File: src/rtl/hb_pkg.sv
// Shared definitions for the host bus port.
// Assumes an 8-bit host bus by default; all widths are overridable.
package hb_pkg;
    localparam int HB_AW     = 8;
    localparam int HB_DW     = 8;
    localparam int HB_STAGES = 2;

    typedef enum logic {
        ENG_IDLE = 1'b0,
        ENG_BUSY = 1'b1
    } eng_state_t;
endpackage

File: src/rtl/hb_sync.sv
// Multi-bit flop chain that brings asynchronous host pins onto clk.
// Assumes the bundled data lines are stable whenever the strobes that
// qualify them change, so per-bit skew is harmless.
module hb_sync #(
    parameter int         W      = 4,
    parameter int         STAGES = 2,
    parameter logic [W-1:0] RSTV = '0
) (
    input  logic         clk,
    input  logic         rst_n,
    input  logic [W-1:0] d,
    output logic [W-1:0] q
);
    logic [W-1:0] stg [STAGES];

    for (genvar i = 0; i < STAGES; i++) begin : g_stage
        if (i == 0) begin : g_first
            // first capture stage
            always_ff @(posedge clk) begin
                if (!rst_n) stg[i] <= RSTV;
                else        stg[i] <= d;
            end
        end else begin : g_next
            // further settling stages
            always_ff @(posedge clk) begin
                if (!rst_n) stg[i] <= RSTV;
                else        stg[i] <= stg[i-1];
            end
        end
    end

    assign q = stg[STAGES-1];
endmodule

File: src/rtl/hb_front.sv
// Strobe decoding: edge detection gated by chip select, address
// latching for both bus styles, write data capture and read priority.
// Assumes synchronized inputs; events are single-cycle pulses.
module hb_front #(
    parameter int AW = hb_pkg::HB_AW,
    parameter int DW = hb_pkg::HB_DW
) (
    input  logic          clk,
    input  logic          rst_n,
    input  logic          mux_mode,
    input  logic          s_cs_n,
    input  logic          s_ale,
    input  logic          s_wr_n,
    input  logic          s_rd_n,
    input  logic [DW-1:0] s_dq,
    input  logic [AW-1:0] s_addr,
    output logic          rd_evt,
    output logic          wr_evt,
    output logic [AW-1:0] fall_addr,
    output logic [AW-1:0] acc_addr,
    output logic [DW-1:0] wdata
);
    logic          sel;
    logic          wr_q, rd_q;
    logic          rd_fall, wr_fall, wr_rise;
    logic          ale_seen;
    logic          wr_kill;
    logic [AW-1:0] addr_lat;

    assign sel     = !s_cs_n;
    assign rd_fall = sel && !s_rd_n && rd_q;
    assign wr_fall = sel && !s_wr_n && wr_q;
    assign wr_rise = sel && s_wr_n && !wr_q;

    // address chosen at a strobe's falling edge
    always_comb begin
        if (mux_mode || ale_seen) fall_addr = addr_lat;
        else                      fall_addr = s_addr;
    end

    assign rd_evt = rd_fall;
    assign wr_evt = wr_rise && !wr_kill;

    // previous strobe levels for edge detection
    always_ff @(posedge clk) begin
        if (!rst_n) begin
            wr_q <= 1'b1;
            rd_q <= 1'b1;
        end else begin
            wr_q <= s_wr_n;
            rd_q <= s_rd_n;
        end
    end

    // address latch and the flag marking a latch since the last strobe
    always_ff @(posedge clk) begin
        if (!rst_n) begin
            addr_lat <= '0;
            ale_seen <= 1'b0;
        end else if (sel && s_ale) begin
            addr_lat <= mux_mode ? AW'(s_dq) : s_addr;
            ale_seen <= 1'b1;
        end else if (rd_fall || wr_fall) begin
            ale_seen <= 1'b0;
        end
    end

    // access address frozen at the strobe's falling edge
    always_ff @(posedge clk) begin
        if (!rst_n)                  acc_addr <= '0;
        else if (rd_fall || wr_fall) acc_addr <= fall_addr;
    end

    // write data follows the lines while the write strobe is low
    always_ff @(posedge clk) begin
        if (!rst_n)                wdata <= '0;
        else if (sel && !s_wr_n)   wdata <= s_dq;
    end

    // a read overlapping a write cancels that write
    always_ff @(posedge clk) begin
        if (!rst_n)                       wr_kill <= 1'b0;
        else if (s_wr_n)                  wr_kill <= 1'b0;
        else if (sel && !s_rd_n)          wr_kill <= 1'b1;
    end


    rd_wins_chk: assert property (@(posedge clk) disable iff (!rst_n)
        (sel && !s_wr_n && !s_rd_n) |=> !wr_evt);


    idle_cs_chk: assert property (@(posedge clk) disable iff (!rst_n)
        s_cs_n |-> (!rd_evt && !wr_evt));
endmodule

File: src/rtl/hb_engine.sv
// Internal access sequencer: queues one read and one write, issues them
// on the request/done port (read first) and buffers read data.
// Assumes the host waits for ready before starting another strobe.
module hb_engine #(
    parameter int AW = hb_pkg::HB_AW,
    parameter int DW = hb_pkg::HB_DW
) (
    input  logic          clk,
    input  logic          rst_n,
    input  logic          rd_evt,
    input  logic          wr_evt,
    input  logic [AW-1:0] rd_addr_in,
    input  logic [AW-1:0] wr_addr_in,
    input  logic [DW-1:0] wr_data_in,
    output logic          reg_req,
    output logic          reg_we,
    output logic [AW-1:0] reg_addr,
    output logic [DW-1:0] reg_wdata,
    input  logic [DW-1:0] reg_rdata,
    input  logic          reg_done,
    output logic [DW-1:0] rd_buf,
    output logic          rd_cmp,
    output logic          busy
);
    import hb_pkg::*;

    eng_state_t    state;
    logic          rd_pend, wr_pend;
    logic [AW-1:0] rd_pa, wr_pa;
    logic [DW-1:0] wr_pd;
    logic          start_rd, start_wr;

    assign start_rd = (state == ENG_IDLE) && rd_pend;
    assign start_wr = (state == ENG_IDLE) && !rd_pend && wr_pend;
    assign reg_req  = (state == ENG_BUSY);
    assign busy     = rd_pend || wr_pend || reg_req;

    // pending requests recorded from strobe events
    always_ff @(posedge clk) begin
        if (!rst_n) begin
            rd_pend <= 1'b0;
            wr_pend <= 1'b0;
            rd_pa   <= '0;
            wr_pa   <= '0;
            wr_pd   <= '0;
        end else begin
            if (start_rd) rd_pend <= 1'b0;
            if (start_wr) wr_pend <= 1'b0;
            if (rd_evt) begin
                rd_pend <= 1'b1;
                rd_pa   <= rd_addr_in;
            end
            if (wr_evt) begin
                wr_pend <= 1'b1;
                wr_pa   <= wr_addr_in;
                wr_pd   <= wr_data_in;
            end
        end
    end

    // access state and the request fields held on the port
    always_ff @(posedge clk) begin
        if (!rst_n) begin
            state     <= ENG_IDLE;
            reg_we    <= 1'b0;
            reg_addr  <= '0;
            reg_wdata <= '0;
        end else if (start_rd) begin
            state    <= ENG_BUSY;
            reg_we   <= 1'b0;
            reg_addr <= rd_pa;
        end else if (start_wr) begin
            state     <= ENG_BUSY;
            reg_we    <= 1'b1;
            reg_addr  <= wr_pa;
            reg_wdata <= wr_pd;
        end else if (reg_req && reg_done) begin
            state <= ENG_IDLE;
        end
    end

    // read data buffer and completion pulse
    always_ff @(posedge clk) begin
        if (!rst_n) begin
            rd_buf <= '0;
            rd_cmp <= 1'b0;
        end else begin
            rd_cmp <= reg_req && reg_done && !reg_we;
            if (reg_req && reg_done && !reg_we) rd_buf <= reg_rdata;
        end
    end


    req_hold_chk: assert property (@(posedge clk) disable iff (!rst_n)
        (reg_req && !reg_done) |=> reg_req);


    req_stable_chk: assert property (@(posedge clk) disable iff (!rst_n)
        (reg_req && !reg_done) |=> ($stable(reg_addr) && $stable(reg_we) && $stable(reg_wdata)));


    rd_capture_chk: assert property (@(posedge clk) disable iff (!rst_n)
        (reg_req && reg_done && !reg_we) |=> (rd_buf == $past(reg_rdata)));
endmodule

File: src/rtl/hostbus_port.sv
// Top of the host bus port: synchronizes host pins, decodes strobes,
// runs internal accesses and produces data-bus and ready controls.
// Assumes external pads: dq_oe enables dq_out, rdy_low drives ready low.
module hostbus_port #(
    parameter int AW     = hb_pkg::HB_AW,
    parameter int DW     = hb_pkg::HB_DW,
    parameter int STAGES = hb_pkg::HB_STAGES
) (
    input  logic          clk,
    input  logic          rst_n,
    input  logic          mux_mode,
    input  logic          cs_n,
    input  logic          ale,
    input  logic          wr_n,
    input  logic          rd_n,
    input  logic [AW-1:0] addr_in,
    input  logic [DW-1:0] dq_in,
    output logic [DW-1:0] dq_out,
    output logic          dq_oe,
    output logic          rdy_low,
    output logic          reg_req,
    output logic          reg_we,
    output logic [AW-1:0] reg_addr,
    output logic [DW-1:0] reg_wdata,
    input  logic [DW-1:0] reg_rdata,
    input  logic          reg_done
);
    localparam int          SW   = 4 + DW + AW;
    localparam logic [SW-1:0] SRST = {1'b1, 1'b0, 1'b1, 1'b1, {(DW+AW){1'b0}}};

    logic          s_cs_n, s_ale, s_wr_n, s_rd_n;
    logic [DW-1:0] s_dq;
    logic [AW-1:0] s_addr;
    logic          rd_evt, wr_evt;
    logic [AW-1:0] fall_addr, acc_addr;
    logic [DW-1:0] wdata;
    logic [DW-1:0] rd_buf;
    logic          rd_cmp, busy;
    logic          rd_served;
    logic          rd_hold;

    hb_sync #(.W(SW), .STAGES(STAGES), .RSTV(SRST)) u_sync (
        .clk   (clk),
        .rst_n (rst_n),
        .d     ({cs_n, ale, wr_n, rd_n, dq_in, addr_in}),
        .q     ({s_cs_n, s_ale, s_wr_n, s_rd_n, s_dq, s_addr})
    );

    hb_front #(.AW(AW), .DW(DW)) u_front (
        .clk       (clk),
        .rst_n     (rst_n),
        .mux_mode  (mux_mode),
        .s_cs_n    (s_cs_n),
        .s_ale     (s_ale),
        .s_wr_n    (s_wr_n),
        .s_rd_n    (s_rd_n),
        .s_dq      (s_dq),
        .s_addr    (s_addr),
        .rd_evt    (rd_evt),
        .wr_evt    (wr_evt),
        .fall_addr (fall_addr),
        .acc_addr  (acc_addr),
        .wdata     (wdata)
    );

    hb_engine #(.AW(AW), .DW(DW)) u_engine (
        .clk        (clk),
        .rst_n      (rst_n),
        .rd_evt     (rd_evt),
        .wr_evt     (wr_evt),
        .rd_addr_in (fall_addr),
        .wr_addr_in (acc_addr),
        .wr_data_in (wdata),
        .reg_req    (reg_req),
        .reg_we     (reg_we),
        .reg_addr   (reg_addr),
        .reg_wdata  (reg_wdata),
        .reg_rdata  (reg_rdata),
        .reg_done   (reg_done),
        .rd_buf     (rd_buf),
        .rd_cmp     (rd_cmp),
        .busy       (busy)
    );

    // marks that the current read strobe already has its data
    always_ff @(posedge clk) begin
        if (!rst_n)      rd_served <= 1'b0;
        else if (s_rd_n) rd_served <= 1'b0;
        else if (rd_cmp) rd_served <= 1'b1;
    end

    assign rd_hold = !cs_n && !rd_n && !rd_served;
    assign rdy_low = busy || rd_hold;
    assign dq_oe   = !cs_n && !rd_n;
    assign dq_out  = rd_buf;


    busy_ready_chk: assert property (@(posedge clk) disable iff (!rst_n)
        reg_req |-> rdy_low);
endmodule

File: config.mk
export PLATFORM = sky130hd
export DESIGN_NAME = hostbus_port
export DESIGN_NICKNAME = d
export VERILOG_FILES = /design/src/rtl/hb_pkg.sv /design/src/rtl/hb_sync.sv /design/src/rtl/hb_front.sv /design/src/rtl/hb_engine.sv /design/src/rtl/hostbus_port.sv
export SDC_FILE = /design/constraint.sdc
export NUM_CORES = 1
export LEC_CHECK = 0
export ABC_AREA = 1
export BUFFER_PORTS_ARGS = -buffer_cell sky130_fd_sc_hd__buf_2
export CAP_MARGIN = 20
export CORE_MARGIN = 10
export CORE_UTILIZATION = 50
export DETAILED_ROUTE_END_ITERATION = 10
export PLACE_DENSITY = 0.71
export SYNTH_ARGS = -nofsm -noshare
export SYNTH_HDL_FRONTEND = slang
export SYNTH_HIERARCHICAL = 1
export SYNTH_SLANG_ARGS = --single-unit
File: constraint.sdc
create_clock -name clk -period 2 [get_ports clk]
set_input_delay 0.4 -clock clk [delete_from_list [all_inputs] [get_ports clk]]
set_output_delay 0.4 -clock clk [all_outputs]
set_load 0.01 [all_outputs]
==> run metrics, run 1 <==
Post-DP HPWL=between 6000 and 7000 um; GPL Wtd Cong=0.860; Core Area=8760 um^2; period utilization=between 90 and 100%; CTS buffer count=17; Setup Viol. Count Final=0; CP Max Fanout=6; n_diodes=0; R2R Setup Slk=about 0.4 ns; Sink Count=122; I/O pin cnt=60; CTS max path bufs=2; vias in the first global route=3518; status=complete, no violations; synth warn=6; PortBufs=59; endpoint type of the worst setup path=output pin; Yosys cell types=26; Leakage=0.00305 uW; H-tree levels=4; layout cells sized above 1=18.0%; sequential power share=about 44%; maximum VDD drop=0.525 mV; Nets=between 600 and 700; row count=34; CTS tree=done; Clock power frac=a little over half; Hold WC Path Type=in -> reg; Vias/cell=roughly 4.7; Initial Util=between 50% and 60%; # DRC=0; root buf cell=clkbuf_8; RR Startpoint=u_sync/stg[1][19]$_SDFF_PN1_; switching power=1140 uW; pwr/cell area=a little over 1000 nW/um^2; die width=115 um; Net Sw Frac=about 20%; Die Y=115 um; endpoints failing hold=0; r2r endpoint=u_engine/rd_pa[7]$_SDFFE_PN0P_; clock transition at the registers of the reported paths=roughly 0.060 ns; CP required=~1.6 ns; Power Internal=4570 uW; clk_lat worst skew=0.50 ns; final setup TNS=0 ns; syn nets=625; 1st-iter DRT viols=180; CP Class=reg -> out; commonest non-fill, non-tap cell in the layout=nor2_1; Final min period=1.82 ns; GRT Total Usage=14.3%; Startpoint Class=flop; worst setup path start=u_engine/reg_req$_SDFFE_PN0P_; CTS resizes=0; Slew Limit Headroom=roughly three fifths; total gr overflow=0; drt first pass iters=5; upper clock frequency limit=0.550 GHz; skew final=about 0.0047 ns; largest net degree at the start of global routing=37; RSZ-0062 raised after global routing=no; Post-Syn Area=4520 um^2; Synth Instances=between 500 and 600; per-cell routed wire length=11.9 um; post-synthesis sequential area ratio=54.0%; max cap viols=0; hold path endpoint=u_sync/stg[0][17]$_SDFF_PN1_; crit path DAT=1.42 ns; first-pass GRT wire length=15500 um; Seq cells post-synth=122; DIE AREA=13200 um^2; worst hold stages=3; post-synthesis to final-layout area growth=21.5%; FF-to-FF path depth=6; syn_area_per_cell=7.62 um^2; worst slew pin tran=0.610 ns; ANT nets after route=0; initial antenna violation count=0; Slew Viols, Final=0; Comb power frac=3.5%; commonest cells after routing, fill and taps aside=125 x nor2_1, 122 x dfxtp_1, 119 x nand2_1, 92 x inv_1, 59 x buf_2; DRT Wirelength=9280 um; Worst Min Path Start=wr_n; DR vias=3681; Pwr Total=5710 uW
## area by class of cell
class | instances | area, um^2
Clock buffer | 22 | 473
Fill cell | 753 | 3270
Sequential cell | 122 | 2440
Timing Repair Buffer | 68 | 363
Clock inverter | 8 | 118
Tap cell | 108 | 135
Inverter | 99 | 379
Multi-Input combinational cell | 355 | 1580
## logic make-up (layout without fill, tap and decap cells)
logic type	count (synthesis)	in the layout	synth area share [%]
simple gates	277	277	25.9
flops	122	122	54.0
buf+inv	116	197	11.2
compound gates	78	78	8.94
## Yosys cell counts
library cell    n  area share [%]
and3_1          1            0.14
nor4_1          1            0.14
nand3b_1        8             1.3
inv_1          92             7.6
a21oi_1        19             2.1
clkinv_4        1            0.19
nand3_2         1            0.22
a21oi_2         1            0.19
nand3_1         9             1.0
inv_2           4            0.33
nor2_2          2            0.28
nand2_2         2            0.28
clkbuf_8        1            0.30
nor2_4          5             1.2
clkinv_1        1           0.083
inv_4           1            0.14
nor2_1        125              10
dfxtp_1       122              54
buf_6           6             1.5
o21bai_2        1            0.25
o21ai_0        56             6.2
nand2_1       119             9.9
o21ai_2         1            0.19
nand2_4         4             1.0
clkbuf_1        5            0.42
buf_2           5            0.55
## repair_timing
item                                    in CTS  in global routing
endpoints found under the setup margin       1                  1
hold buffers                                 0                  0
buffers inserted                             0                  1
endpoints found under the hold margin        0                  0
pin swaps                                    1                  1
## critical path: stages (launching register included)
cell     delay [ns]
dfxtp_1        0.50
nor2_4         0.08
nand2_1        0.09
inv_1          0.06
nand2_1        0.06
buf_2          0.12
## flip-flops by register name, indices dropped and copies added, names as in the netlist, 8 cells and up
register,cells
u_engine/reg_wdata,8
u_engine/rd_pa,8
u_engine/reg_addr,8
u_front/acc_addr,8
u_engine/rd_buf,8
u_engine/wr_pa,8
u_front/wdata,8
u_front/addr_lat,8
u_sync/stg,40
u_engine/wr_pd,8
## stage by stage
step	hold slack, ns	utilization [%]	cells	setup WS [ns]	area (um^2)
2_1_floorplan	0.380	-	593	0.282	4520
3_3_place_gp	0.383	55.8	751	0.502	4890
3_5_place_dp	0.387	55.8	751	0.417	4890
4_1_cts	0.0474	62.6	781	0.00988	5480
5_1_grt	0.0595	62.6	782	0.0941	5490
6_report	0.0691	62.6	782	0.182	5490
## power by group through the flow
| stage | Combinational, uW | Sequential (uW) | Clock, uW |
|---|---|---|---|
| 3_3_place_gp | 192 | 2560 | 0 |
| 5_1_grt | 232 | 2520 | 3160 |
| 6_report | 199 | 2520 | 2990 |
| 4_1_cts | 199 | 2510 | 3050 |
| 2_1_floorplan | 138 | 2560 | 0 |
| 3_5_place_dp | 197 | 2560 | 0 |
## worst max-delay path by stage
stage / slack (ns) / to / cells past startpoint
global placement: 0.50 / u_engine/rd_pa[4]$_SDFFE_PN0P_ / 6
finish: 0.18 / rdy_low / 5
CTS: 0.01 / rdy_low / 5
detailed placement: 0.42 / u_engine/rd_pa[1]$_SDFFE_PN0P_ / 6
floorplan: 0.28 / u_engine/wr_pa[0]$_SDFFE_PN0P_ / 6
global route: 0.09 / rdy_low / 5
## metal layers
layer | vias to the layer above | part of all wire [%] | track usage [%]
li1 | 1928 | - | -
met1 | 1627 | 44 | 16.3
met2 | 106 | 48 | 23.8
met3 | 20 | 6.0 | 4.27
met4 | 0 | 2.0 | 7.18
met5 | - | 0 | 0
(Power assumes the default switching activity.)
==> run 2: changes to the inputs <==
--- a/config.mk
+++ b/config.mk
@@ -9,9 +9,8 @@
 export BUFFER_PORTS_ARGS = -buffer_cell sky130_fd_sc_hd__buf_2
 export CAP_MARGIN = 20
 export CORE_MARGIN = 10
-export CORE_UTILIZATION = 50
+export CORE_UTILIZATION = 45
 export DETAILED_ROUTE_END_ITERATION = 10
-export PLACE_DENSITY = 0.71
 export SYNTH_ARGS = -nofsm -noshare
 export SYNTH_HDL_FRONTEND = slang
 export SYNTH_HIERARCHICAL = 1
==> run metrics, run 2 (synthesized netlist as in run 1, its figures left out) <==
status=complete, no violations; Sink Count=122; RSZ-0062 raised after global routing=no; die width=120 um; period utilization=around 91%; upper clock frequency limit=0.551 GHz; Critical-path top delay cell=dfxtp_1; max reg flops=40; n_diodes=0; FF-to-FF path depth=6; pwr/cell area=1020 nW/um^2; layout cells sized above 1=17.5%; DIE AREA=about 14000 um^2; crit path DAT=1.42 ns; CP bufs+invs=2; pre-CTS setup slack=0.541 ns; Leakage=0.00304 uW; H-tree levels=4; I/O pin cnt=60; clock transition at the registers of the reported paths=0.05 ns; Final min period=1.82 ns; Worst Hold Slack=just under 0.06 ns; Setup Viol. Count Final=0; final setup TNS=0 ns; # DRC=0; endpoints failing hold=0; Nets=692; drt first pass iters=4; first-pass GRT wire length=16200 um; CTS tree=done; placed cell areas=about 5000 um^2; Vias/cell=4.43; Slew Limit Headroom=69.3%; final cell count without fillers=806; DR vias=3569; PortBufs=59; DRT Wirelength=roughly 9000 um; commonest non-fill, non-tap cell in the layout=nor2_1; maximum VDD drop=0.474 mV; CP Class=reg -> out; per-cell routed wire length=11.3 um; Core Area=9770 um^2; GPL Wtd Cong=approximately 0.79; row count=36; post-synthesis to final-layout area growth=21.7%; Startpoint Class=flop; largest net degree at the start of global routing=97; final worst setup slack=0.184 ns; worst slew pin tran=0.460 ns; max cap viols=0; endpoint type of the worst setup path=output pin; GRT Total Usage=13.6%; ANT nets after route=0; Layout Cell Area excl Fill=approximately 5500 um^2; Placed Cells=773; vias in the first global route=about 3700; number of cells on the critical path=5; CP required=between 1.5 and 2 ns; Slew Viols, Final=0; commonest cells after routing, fill and taps aside=125 x nor2_1, 122 x dfxtp_1, 119 x nand2_1, 92 x inv_1, 59 x buf_2; 1st-iter DRT viols=204; largest reg by FF count=u_sync/stg; initial antenna violation count=0; worst hold stages=3; root buf cell=clkbuf_8; clk_lat worst skew=0.51 ns; CTS buffer count=17; CTS max path bufs=2; Initial Util=about 46%; most used cell, CP=nand2_1; skew final=0.00558 ns; Worst path top cell family by delay=flip-flops; CP Max Fanout=6; total gr overflow=0; Post-DP HPWL=about 6200 um; Critical Path Max Stage Delay=slightly below 0.5 ns; Hold WC Path Type=in -> reg; CP Cell Sequence=nor2_4 -> nand2_1 -> inv_1 -> nand2_1 -> buf_2; Die Y=120 um
==> run 2: cell count changes in the layout (fill, tap and decap cells not counted), sizes merged <==
cell and change:
clkbuf +3, buf -3, bufinv -1
==> run 2: tightest hold or removal path, delay by kind of cell <==
| family | cells | cell delay (ns) |
|---|---|---|
| buffers and inverters | 2 | 0.10 |
| and+or+nand+nor | 1 | 0.04 |
==> run 2: power by group <==
part	leakage, uW	switching (uW)	internal, uW	total (uW)
Sequential	0.000993	25.5	2490	2510
Clock	0.000288	989	1930	2920
Combinational	0.00175	123	74.7	198
==> run 2: area by class of cell <==
class,instances,area (um^2)
clock buffer,25,494
clock inverter,7,87.6
timing repair buffer,65,353
fill,938,4270
tap,133,166
sequential,122,2440
multi-input combinational,355,1580
inverter,99,379
==> run 2: per-layer routing <==
metal	GRT usage, %	part of all wire, %
met1	15.6	47
met4	5.88	1.1
met3	4.98	5.3
met5	0	0
met2	22.2	47
==> run 2: path summary, 6_finish.rpt <==
check | from | end | slack, ns
max | u_engine/reg_req$_SDFFE_PN0P_ | rdy_low | 0.18
max reg2reg | u_sync/stg[1][19]$_SDFF_PN1_ | u_engine/rd_pa[7]$_SDFFE_PN0P_ | 0.53
min reg2reg | u_sync/stg[0][19]$_SDFF_PN1_ | u_sync/stg[1][19]$_SDFF_PN1_ | 0.40
min | wr_n | u_sync/stg[0][17]$_SDFF_PN1_ | 0.06
==> run 2: timing repair <==
| action | in CTS | in global routing |
|---|---|---|
| hold buffers | 0 | 0 |
| pin swaps | 1 | 1 |
| setup endpoints to repair | 1 | 1 |
| setup buffers | 0 | 1 |
| endpoints found under the hold margin | 0 | 0 |
| gates resized for setup | 0 | 0 |
==> run 2: per-stage QoR <==
stage,power (uW),util (%)
after detailed placement,2760,50.3
final,5630,56.3
after floorplan,2700,-
after CTS,5700,56.2
after global routing,5860,56.3
after global placement,2760,50.3
